===== src/rtl/ctl_irq_pkg.sv =====
package ctl_irq_pkg;
  localparam int DATA_W    = 8;
  localparam int FLAG_W    = 5;
  localparam int NUM_LINES = 4;
  localparam int SYNC_W    = 2;
  // flag bit positions
  localparam int F_A2 = 0;
  localparam int F_A1 = 1;
  localparam int F_SR = 2;
  localparam int F_B2 = 3;
  localparam int F_B1 = 4;
  // control value bit positions
  localparam int P_A1_POS = 0;
  localparam int P_A2_IND = 1;
  localparam int P_A2_POS = 2;
  localparam int P_B1_POS = 4;
  localparam int P_B2_IND = 5;
  localparam int P_B2_POS = 6;
endpackage


===== src/rtl/ctl_irq_edge.sv =====
module ctl_irq_edge #(
  parameter int SYNC_W = 2
) (
  input  logic clk_i,
  input  logic rst_ni,
  input  logic line_i,
  input  logic pos_sel_i,
  output logic hit_o
);
  logic [SYNC_W-1:0] sync_q;
  logic              prev_q;
  logic              lvl;
  logic              rise, fall;

  assign lvl = sync_q[SYNC_W-1];

  always_ff @(posedge clk_i or negedge rst_ni) begin
    if (!rst_ni) begin
      sync_q <= '0;
      prev_q <= 1'b0;
    end else begin
      sync_q <= {sync_q[SYNC_W-2:0], line_i};
      prev_q <= lvl;
    end
  end

  assign rise  = lvl & ~prev_q;
  assign fall  = ~lvl & prev_q;
  assign hit_o = pos_sel_i ? rise : fall;

  AST_HIT_NEEDS_CHANGE: assert property (@(posedge clk_i) disable iff (!rst_ni)
    hit_o |-> (lvl != prev_q)) else $error("hit without level change");
endmodule


===== src/rtl/ctl_irq_flag_bank.sv =====
module ctl_irq_flag_bank #(
  parameter int W = 5
) (
  input  logic         clk_i,
  input  logic         rst_ni,
  input  logic [W-1:0] set_i,
  input  logic [W-1:0] clr_i,
  output logic [W-1:0] flags_o
);
  logic [W-1:0] flags_q;

  always_ff @(posedge clk_i or negedge rst_ni) begin
    if (!rst_ni) flags_q <= '0;
    else         flags_q <= (flags_q & ~clr_i) | set_i;  // set wins
  end

  assign flags_o = flags_q;

  for (genvar i = 0; i < W; i++) begin : g_chk
    AST_SET_WINS: assert property (@(posedge clk_i) disable iff (!rst_ni)
      set_i[i] |=> flags_o[i]) else $error("set lost");
    AST_CLR_TAKES: assert property (@(posedge clk_i) disable iff (!rst_ni)
      (clr_i[i] && !set_i[i]) |=> !flags_o[i]) else $error("clear lost");
    AST_STICKY: assert property (@(posedge clk_i) disable iff (!rst_ni)
      (flags_o[i] && !clr_i[i]) |=> flags_o[i]) else $error("flag dropped");
  end
endmodule


===== src/rtl/ctl_irq_enable.sv =====
module ctl_irq_enable #(
  parameter int W      = 5,
  parameter int DATA_W = 8
) (
  input  logic              clk_i,
  input  logic              rst_ni,
  input  logic              we_i,
  input  logic [DATA_W-1:0] wdata_i,
  output logic [W-1:0]      en_o
);
  logic [W-1:0] en_q;
  logic [W-1:0] sel;

  assign sel = wdata_i[W-1:0];

  always_ff @(posedge clk_i or negedge rst_ni) begin
    if (!rst_ni)                  en_q <= '0;
    else if (we_i) begin
      if (wdata_i[DATA_W-1])      en_q <= en_q | sel;
      else                        en_q <= en_q & ~sel;
    end
  end

  assign en_o = en_q;

  AST_IER_SET: assert property (@(posedge clk_i) disable iff (!rst_ni)
    (we_i && wdata_i[DATA_W-1]) |=> ((en_o & $past(sel)) == $past(sel)))
    else $error("enable not set");
  AST_IER_CLR: assert property (@(posedge clk_i) disable iff (!rst_ni)
    (we_i && !wdata_i[DATA_W-1]) |=> ((en_o & $past(sel)) == '0))
    else $error("enable not cleared");
endmodule


===== src/rtl/ctl_irq_flags.sv =====
module ctl_irq_flags
  import ctl_irq_pkg::*;
(
  input  logic              clk_i,
  input  logic              rst_ni,
  input  logic              ca1_i,
  input  logic              ca2_i,
  input  logic              cb1_i,
  input  logic              cb2_i,
  input  logic              sr_done_i,
  input  logic [DATA_W-1:0] pcr_i,
  input  logic              porta_acc_i,
  input  logic              portb_acc_i,
  input  logic              ifr_we_i,
  input  logic              ier_we_i,
  input  logic [DATA_W-1:0] wdata_i,
  output logic [DATA_W-1:0] ifr_o,
  output logic [DATA_W-1:0] ier_o,
  output logic              irq_no
);
  localparam int PAD_W = DATA_W - 1 - FLAG_W;

  // line order: A1, A2, B1, B2
  logic [NUM_LINES-1:0] line, pos_sel, hit;
  logic [FLAG_W-1:0]    set, clr, flags, en;
  logic                 pend;

  assign line    = {cb2_i, cb1_i, ca2_i, ca1_i};
  assign pos_sel = {pcr_i[P_B2_POS], pcr_i[P_B1_POS], pcr_i[P_A2_POS], pcr_i[P_A1_POS]};

  for (genvar i = 0; i < NUM_LINES; i++) begin : g_line
    ctl_irq_edge #(.SYNC_W(SYNC_W)) u_edge (
      .clk_i     (clk_i),
      .rst_ni    (rst_ni),
      .line_i    (line[i]),
      .pos_sel_i (pos_sel[i]),
      .hit_o     (hit[i])
    );
  end

  always_comb begin
    set       = '0;
    set[F_A1] = hit[0];
    set[F_A2] = hit[1];
    set[F_B1] = hit[2];
    set[F_B2] = hit[3];
    set[F_SR] = sr_done_i;

    clr = ifr_we_i ? wdata_i[FLAG_W-1:0] : '0;
    if (porta_acc_i) begin
      clr[F_A1] = 1'b1;
      if (!pcr_i[P_A2_IND]) clr[F_A2] = 1'b1;
    end
    if (portb_acc_i) begin
      clr[F_B1] = 1'b1;
      if (!pcr_i[P_B2_IND]) clr[F_B2] = 1'b1;
    end
  end

  ctl_irq_flag_bank #(.W(FLAG_W)) u_flags (
    .clk_i   (clk_i),
    .rst_ni  (rst_ni),
    .set_i   (set),
    .clr_i   (clr),
    .flags_o (flags)
  );

  ctl_irq_enable #(.W(FLAG_W), .DATA_W(DATA_W)) u_enable (
    .clk_i   (clk_i),
    .rst_ni  (rst_ni),
    .we_i    (ier_we_i),
    .wdata_i (wdata_i),
    .en_o    (en)
  );

  assign pend   = |(flags & en);
  assign ifr_o  = {pend, {PAD_W{1'b0}}, flags};
  assign ier_o  = {1'b1, {PAD_W{1'b0}}, en};
  assign irq_no = ~pend;

  AST_A1_NEEDS_EDGE: assert property (@(posedge clk_i) disable iff (!rst_ni)
    $rose(ifr_o[F_A1]) |-> $past(hit[0])) else $error("A1 flag w/o edge");
  AST_B2_NEEDS_EDGE: assert property (@(posedge clk_i) disable iff (!rst_ni)
    $rose(ifr_o[F_B2]) |-> $past(hit[3])) else $error("B2 flag w/o edge");
  AST_SR_SETS: assert property (@(posedge clk_i) disable iff (!rst_ni)
    sr_done_i |=> ifr_o[F_SR]) else $error("sr strobe lost");
  AST_PORTA_CLR: assert property (@(posedge clk_i) disable iff (!rst_ni)
    (porta_acc_i && !hit[0]) |=> !ifr_o[F_A1]) else $error("A1 not cleared");
  AST_A2_IND_KEEP: assert property (@(posedge clk_i) disable iff (!rst_ni)
    (porta_acc_i && pcr_i[P_A2_IND] && ifr_o[F_A2] && !(ifr_we_i && wdata_i[F_A2]))
      |=> ifr_o[F_A2]) else $error("A2 independent flag lost");
  AST_IRQ_IDLE: assert property (@(posedge clk_i) disable iff (!rst_ni)
    (ifr_o[FLAG_W-1:0] == '0) |-> irq_no) else $error("irq with no flag");
endmodule


===== config.mk =====
export PLATFORM = sky130hd
export DESIGN_NAME = ctl_irq_flags
export DESIGN_NICKNAME = d
export VERILOG_FILES = /design/src/rtl/ctl_irq_pkg.sv /design/src/rtl/ctl_irq_edge.sv /design/src/rtl/ctl_irq_flag_bank.sv /design/src/rtl/ctl_irq_enable.sv /design/src/rtl/ctl_irq_flags.sv
export SDC_FILE = /design/constraint.sdc
export NUM_CORES = 1
export LEC_CHECK = 0
export BUFFER_PORTS_ARGS = -buffer_cell sky130_fd_sc_hd__buf_4
export CORE_UTILIZATION = 25
export DETAILED_ROUTE_END_ITERATION = 8
export PLACE_DENSITY = 0.46
export SYNTH_ARGS = -nofsm -noshare
export SYNTH_HDL_FRONTEND = slang
export SYNTH_SLANG_ARGS = --single-unit

===== constraint.sdc =====
create_clock -name clk_i -period 1.2 [get_ports clk_i]
set_input_delay 0.06 -clock clk_i [delete_from_list [all_inputs] [get_ports clk_i]]
set_output_delay 0.06 -clock clk_i [all_outputs]
set_load 0.05 [all_outputs]

==> out/summary.log, run 1 <==
qor: grt.grt_overflow 0
qor: setup_path.reg2reg_depth 2
qor: die.fp-row-count 20
qor: placed_design.gp_congestion 0.660
qor: clock_network.clk_transition_reported_paths 0.12 ns
qor: cells_and_area.layout.cells.non_filler 157
qor: sta.finalSetupViolations 2
qor: die.design.core.area 0.00315 mm^2
qor: logic_synthesis.synth_adder_area_share 0%
qor: route.routed-via-count 642
qor: logic_synthesis.postSynthCellCount 66
qor: route.drt_pass1_iterations 4
qor: clock_network.cts-root-buf sky130_fd_sc_hd__clkbuf_4
qor: min_path.hold_path.class in -> reg
qor: setup_path.timing.critical_path.cells a222oi_1, and2_4, buf_8
qor: clock_network.cts_made_buffers 3
qor: sta.max_freq 0.641 GHz
qor: setup_path.critPathMaxFanout 2
qor: setup_path.path_delay_family flip-flops
qor: die.effective_utilization_at_floorplan 27.2%
qor: grt.grt_pass1_vias 668
qor: clock_network.cts_tree built
qor: cells_and_area.post_route_cells_drive_above_1_share 48.7%
qor: setup_path.worstPathRequired 1.14 ns
qor: outcome.status finished, violations left
qor: logic_synthesis.muxShareOfSynthArea 6.57%
qor: sta.post-route-worst-setup-slack -0.359 ns
qor: cells_and_area.finish.utilization 41.1%
qor: cells_and_area.fill_cells 342
qor: route.route.antenna.remaining_nets 0
qor: route.drc_errors 0
qor: logic_synthesis.synth_area 857 um^2
qor: clock_network.clockBufferDepth 2
qor: placed_design.post-place-cells 147
qor: setup_path.classification_of_the_worst_setup_path reg -> out
qor: logic_synthesis.yosys.cell_types.count 14
qor: route.detail_route.wirelength 1750 um
qor: setup_path.crit-reg2reg-launch g_line[2].u_edge.sync_q[1]
qor: setup_path.setup.worst_path.start_class register
qor: cells_and_area.final_net_count 141
qor: grt.track_usage 11.3%
qor: logic_synthesis.ys_seq_area_share 64.2%
qor: placed_design.io_buffers 34
qor: min_path.min_delay_path_depth 2
qor: setup_path.rr_endpoint u_flags.flags_o[4]
qor: setup_path.critical-path-max-stage-delay 0.42 ns
qor: grt.grt_pass1_wl 2980 um
qor: power_and_ir_drop.power_leakage 0.628 nW
qor: logic_synthesis.synth-simple-area-share 14.6%
qor: setup_path.crit_arrival 1.50 ns
qor: clock_network.h-tree-depth 1
qor: grt.pin_count_of_the_biggest_net_entering_global_routing 23
qor: sta.finalWorstPathRequiredPeriod 1.56 ns
qor: logic_synthesis.synth_xor_xnor_area_share 0%
qor: cells_and_area.flow.area_growth_from_synthesis 51.1%
qor: logic_synthesis.yosys_warnings 0
qor: grt.antenna_found_initial 0
qor: logic_synthesis.postSynthRegisterBits 22
qor: clock_network.clock_latency 0.30 ns
qor: setup_path.critical_path.endpoint_type output pin
qor: route.drtIter0Drc 9
qor: setup_path.worst_path_max_delay_cell sky130_fd_sc_hd__dfrtp_2
qor: die.die_area 0.00367 mm^2
qor: sta.report.final.hold_viol_count 0
qor: power_and_ir_drop.vdd_drop_max 0.000729 V
qor: setup_path.r2r_slack 0.20 ns
qor: route.detail_route.vias_per_cell 4.09
qor: outcome.failed_checks negative setup slack
qor: job.drv.max_cap_violation_count 0
qor: clock_network.cts.sink_count 22
qor: power_and_ir_drop.pwr_density_cell 1420 mW/mm^2
qor: logic_synthesis.largest_family_of_logic_cells_by_synthesized_area simple AND/OR/NAND/NOR gates
qor: route.routedWlPerCell 11.1 um
qor: sta.slew_viol_final 0
qor: die.die_h 60.6 um
qor: sta.timing.clock.skew 0.000462 ns
qor: sta.period_share 130%
qor: logic_synthesis.synth_compound_area_share 7.59%
qor: sta.grt_setup_unrepaired yes
qor: die.die_width 60.6 um
qor: die.num_io_pins 44
qor: setup_path.worstPathBufferInverterCount 1
qor: min_path.timing.hold.worst.start wdata_i[7]
qor: cells_and_area.antennaDiodeCount 0
qor: clock_network.post_cts.repair.setup_buffers 0
qor: logic_synthesis.syn_avg_cell_area 13.0 um^2
[synth_stat cells]
cell type | instances | area share (%)
sky130_fd_sc_hd__buf_4 | 6 | 5.3
sky130_fd_sc_hd__a21o_1 | 1 | 0.88
sky130_fd_sc_hd__and2_1 | 1 | 0.73
sky130_fd_sc_hd__nand2b_1 | 2 | 1.5
sky130_fd_sc_hd__dfrtp_1 | 22 | 64
sky130_fd_sc_hd__mux2_2 | 5 | 6.6
sky130_fd_sc_hd__a222oi_1 | 1 | 1.2
sky130_fd_sc_hd__a22oi_1 | 1 | 0.88
sky130_fd_sc_hd__nor3b_1 | 4 | 3.5
sky130_fd_sc_hd__nand2_1 | 11 | 4.8
sky130_fd_sc_hd__inv_1 | 2 | 0.88
sky130_fd_sc_hd__conb_1 | 2 | 0.88
sky130_fd_sc_hd__a311o_1 | 4 | 4.7
sky130_fd_sc_hd__and3b_1 | 4 | 4.1
[cells by family (layout without fill, tap and decap cells)]
logic type | count (synthesis) | count (layout)
flip-flops | 22 | 22
AO/OA/AOI/OAI | 7 | 7
multiplexers | 5 | 5
buffers and inverters | 8 | 52
other | 2 | 5
AND/OR/NAND/NOR | 22 | 22
[final cells by class]
cell class | instances | area, um^2 | area share, %
clock buffers | 4 | 36.3 | 2.80
inverters | 2 | 7.51 | 0.580
multi-input cells | 39 | 268 | 20.7
flip-flops and latches | 22 | 557 | 43.0
well taps | 44 | 55.1 | 4.25
repair buffers | 46 | 372 | 28.7
[per-stage QoR]
stage / setup slack, ns / hold slack (ns) / power [mW] / TNS, ns / cell area (um^2)
4_1_cts: -0.397 / 0.0171 / 1.87 / -0.739 / 1290
5_1_grt: -0.458 / 0.00789 / 1.93 / -0.886 / 1290
6_report: -0.359 / 0.0249 / 1.84 / -0.660 / 1290
3_5_place_dp: -0.0751 / -0.0318 / 1.43 / -0.0751 / 1190
3_3_place_gp: -0.0658 / -0.0311 / 1.42 / -0.0658 / 1190
2_1_floorplan: -0.0565 / -0.236 / 1.22 / -0.0889 / 881
[cell usage in the layout, fill, tap and decap left out, types with 2 or more instances in the layout]
cell type / count
sky130_fd_sc_hd__dfrtp_2: 5
sky130_fd_sc_hd__inv_1: 2
sky130_fd_sc_hd__and3b_1: 4
sky130_fd_sc_hd__clkbuf_4: 3
sky130_fd_sc_hd__conb_1: 5
sky130_fd_sc_hd__nand2_1: 11
sky130_fd_sc_hd__nor3b_1: 4
sky130_fd_sc_hd__mux2_2: 5
sky130_fd_sc_hd__dfrtp_1: 17
sky130_fd_sc_hd__a311o_1: 4
sky130_fd_sc_hd__buf_4: 38
sky130_fd_sc_hd__dlygate4sd3_1: 6
sky130_fd_sc_hd__nand2b_1: 2
[worst max path at each step]
stage | slack [ns] | end | depth (start not counted) | from
floorplan | -0.06 | irq_no | 2 | register
finish | -0.36 | irq_no | 3 | register
CTS | -0.40 | irq_no | 3 | u_flags.flags_o[0]
global route | -0.46 | irq_no | 3 | register
global placement | -0.07 | irq_no | 3 | register
detailed placement | -0.08 | irq_no | 3 | register
[per-layer routing]
| metal | up-vias | track usage (%) | wire length [um] |
|---|---|---|---|
| met5 | - | 0 | 0 |
| met4 | 0 | 1.95 | 0 |
| met3 | 0 | 4.05 | 123 |
| met2 | 26 | 18.4 | 859 |
| met1 | 304 | 14.6 | 765 |
| li1 | 312 | - | - |
[power breakdown]
group / switching [mW] / internal (mW) / leakage, nW
Clock: 0.213 / 0.185 / 0.0210
Sequential: 0.0377 / 0.808 / 0.253
Combinational: 0.352 / 0.242 / 0.354
Total: 0.603 / 1.23 / 0.628
[what timing repair did]
action	in CTS	in global routing
hold buffers	6	0
hold endpoints to repair	27	0
setup endpoints to repair	2	2
pin swaps	2	1
resized for setup	3	0
Note: power is estimated with default switching activity, not from simulation.
==> run 2, diff against run 1 <==
--- a/config.mk
+++ b/config.mk
@@ -8,7 +8,7 @@
 export BUFFER_PORTS_ARGS = -buffer_cell sky130_fd_sc_hd__buf_4
 export CORE_UTILIZATION = 25
 export DETAILED_ROUTE_END_ITERATION = 8
-export PLACE_DENSITY = 0.46
+export PLACE_DENSITY = 0.54
 export SYNTH_ARGS = -nofsm -noshare
 export SYNTH_HDL_FRONTEND = slang
 export SYNTH_SLANG_ARGS = --single-unit
==> out/summary.log, run 2 (synthesized netlist as in run 1, its figures left out) <==
qor: outcome.status finished, violations left
qor: outcome.failed_checks negative setup slack
qor: clock_network.cts-root-buf sky130_fd_sc_hd__clkbuf_4
qor: placed_design.setup_ws_pre_cts -0.0546 ns [+0.0206 ns]
qor: min_path.min_delay_path_depth 3 [+1]
qor: sta.finalWorstPathRequiredPeriod 1.57 ns [+0.0155 ns]
qor: clock_network.clock_latency 0.31 ns [about the same]
qor: clock_network.cts_made_buffers 3 [unchanged]
qor: placed_design.gp_congestion 0.711 [+7.7%]
qor: cells_and_area.antennaDiodeCount 0 [unchanged]
qor: power_and_ir_drop.power.switching 0.630 mW [+4.5%]
qor: clock_network.clockBufferDepth 2 [unchanged]
qor: setup_path.setup.worst_path.start_class register
qor: sta.grt_setup_unrepaired yes
qor: route.drc_errors 0 [unchanged]
qor: cells_and_area.post_route_cells_drive_above_1_share 47.8% [-0.88 points]
qor: die.design.core.area 0.00315 mm^2 [unchanged]
qor: clock_network.h-tree-depth 1 [unchanged]
qor: power_and_ir_drop.power_leakage 0.634 nW [+1.0%]
qor: setup_path.crit_arrival 1.51 ns [about the same]
qor: sta.timing.clock.skew 0.00764 ns [+0.00718 ns]
qor: setup_path.worstPathRequired 1.14 ns [about the same]
qor: cells_and_area.layout.cells.most_common sky130_fd_sc_hd__buf_4
qor: clock_network.clk_transition_reported_paths 0.13 ns [about the same]
qor: sta.max_freq 0.635 GHz [-0.99%]
qor: route.drtIter0Drc 15 [+6]
qor: sta.post-route-worst-setup-slack -0.375 ns [-0.0155 ns]
qor: power_and_ir_drop.netSwitchingFraction 31.3% [-1.5 points]
qor: power_and_ir_drop.combinationalPowerShare 29.3% [-3.0 points]
qor: route.drt_pass1_iterations 4 [unchanged]
qor: sta.slew_viol_final 0 [unchanged]
qor: cells_and_area.finish.utilization 41.7% [+0.60 points]
qor: grt.grt_pass1_wl 3100 um [+4.0%]
qor: placed_design.post-place-cells 146 [-0.68%]
qor: power_and_ir_drop.pwr_density_cell 1530 mW/mm^2 [+8.0%]
qor: die.num_io_pins 44 [unchanged]
qor: power_and_ir_drop.intPower 1.38 mW [+12%]
qor: clock_network.cts.sink_count 22 [unchanged]
qor: grt.grt_overflow 0 [unchanged]
qor: setup_path.critPathMaxFanout 2 [unchanged]
qor: power_and_ir_drop.power 2.01 mW [+9.6%]
qor: setup_path.classification_of_the_worst_setup_path reg -> out
qor: sta.report.final.hold_viol_count 0 [unchanged]
qor: setup_path.critical_path.endpoint_type output pin
qor: job.drv.max_cap_violation_count 0 [unchanged]
qor: placed_design.postPlaceCellArea 0.00118 mm^2 [-0.63%]
qor: sta.finalSetupViolations 2 [unchanged]
qor: cells_and_area.post-route-cell-area 0.00131 mm^2 [+1.4%]
qor: grt.track_usage 11.7% [+0.41 points]
qor: sta.accumulated_negative_setup_slack -0.701 ns [-0.0413 ns]
qor: power_and_ir_drop.power.clock.fraction 28.5% [+6.8 points]
qor: sta.period_share 131% [+1.3 points]
qor: cells_and_area.layout.cells.non_filler 157 [unchanged]
qor: grt.pin_count_of_the_biggest_net_entering_global_routing 23 [unchanged]
qor: clock_network.cts_tree built
qor: die.effective_utilization_at_floorplan 27.2% [unchanged]
qor: placed_design.hpwl 1410 um
qor: clock_network.post_cts.repair.setup_buffers 0 [unchanged]
qor: die.die_width 60.6 um [unchanged]
qor: min_path.hold_path.class in -> reg
qor: power_and_ir_drop.vdd_drop_max 0.000812 V [+11%]
qor: route.routedWlPerCell 12.1 um [+8.9%]
qor: route.detail_route.wirelength 1910 um [+8.9%]
qor: die.die_area 0.00367 mm^2 [unchanged]
qor: placed_design.io_buffers 34 [unchanged]
qor: cells_and_area.flow.area_growth_from_synthesis 53.3%
qor: route.detail_route.vias_per_cell 4.20 [+2.6%]
qor: die.fp-row-count 20 [unchanged]
qor: setup_path.reg2reg_depth 2 [unchanged]
qor: grt.grt_pass1_vias 675 [+1.0%]
qor: grt.antenna_found_initial 0 [unchanged]
qor: cells_and_area.most-common-layout-cells 37 x sky130_fd_sc_hd__buf_4, 17 x sky130_fd_sc_hd__dfrtp_1, 11 x sky130_fd_sc_hd__nand2_1
qor: cells_and_area.final_net_count 141 [unchanged]
qor: sta.hold_ws 0.0515 ns [+0.0266 ns]
qor: route.route.antenna.remaining_nets 0 [unchanged]
qor: die.die_h 60.6 um [unchanged]
qor: route.routed-via-count 659 [+2.6%]
qor: power_and_ir_drop.sequential_power_share 42.1% [-3.9 points]
-- run 2: path summary, 6_finish.rpt --
path	start	slack, ns	endpoint
worst min register to register	g_line[1].u_edge.sync_q[0]	0.37	g_line[1].u_edge.sync_q[1]
worst max register to register	g_line[2].u_edge.sync_q[1]	0.19	u_flags.flags_o[4]
max in group asynchronous	rst_ni	0.80	async pin
worst min-delay path	wdata_i[2]	0.05	u_flags.flags_o[2]
worst max-delay path	register	-0.37	irq_no
min in group asynchronous	rst_ni	0.15	g_line[1].u_edge.sync_q[0]
-- run 2: cell type report --
type | count | area, um^2
fillers | 320 | 1840
inverters | 2 | 7.51
clock inverters | 1 | 30.0
well taps | 44 | 55.1
repair buffers | 46 | 374
flip-flops and latches | 22 | 557
clock buffers | 3 | 22.5
multi-input cells | 39 | 268
-- run 2: power by group through the flow --
stage	logic (mW)	clock network (mW)	registers [mW]
2_1_floorplan	0.207	0	1.01
3_3_place_gp	0.556	0	0.860
3_5_place_dp	0.558	0	0.864
4_1_cts	0.594	0.603	0.849
5_1_grt	0.626	0.629	0.859
6_report	0.591	0.574	0.848
-- run 2: metal layers --
metal  global-route usage, %  routed length (um)  vias to the layer above
li1                        -                   -                      312
met1                    13.9                 842                      320
met2                    20.1                 936                       27
met3                    4.90                 126                        0
met4                    1.95                   0                        0
met5                       0                   0                        -
-- run 2: repair_timing --
| item | 4_1_cts | 5_1_grt |
|---|---|---|
| hold buffers | 6 | 1 |
| resized for setup | 3 | 0 |
| endpoints found under the setup margin | 2 | 2 |
| hold endpoints to repair | 27 | 2 |
| pin swaps | 2 | 2 |
-- run 2: worst max-delay path, cell delays in order, from the launching register on --
cell and delay (ns):
sky130_fd_sc_hd__dfrtp_2 0.42, sky130_fd_sc_hd__a222oi_1 0.43, sky130_fd_sc_hd__and2_4 0.22, sky130_fd_sc_hd__buf_8 0.14
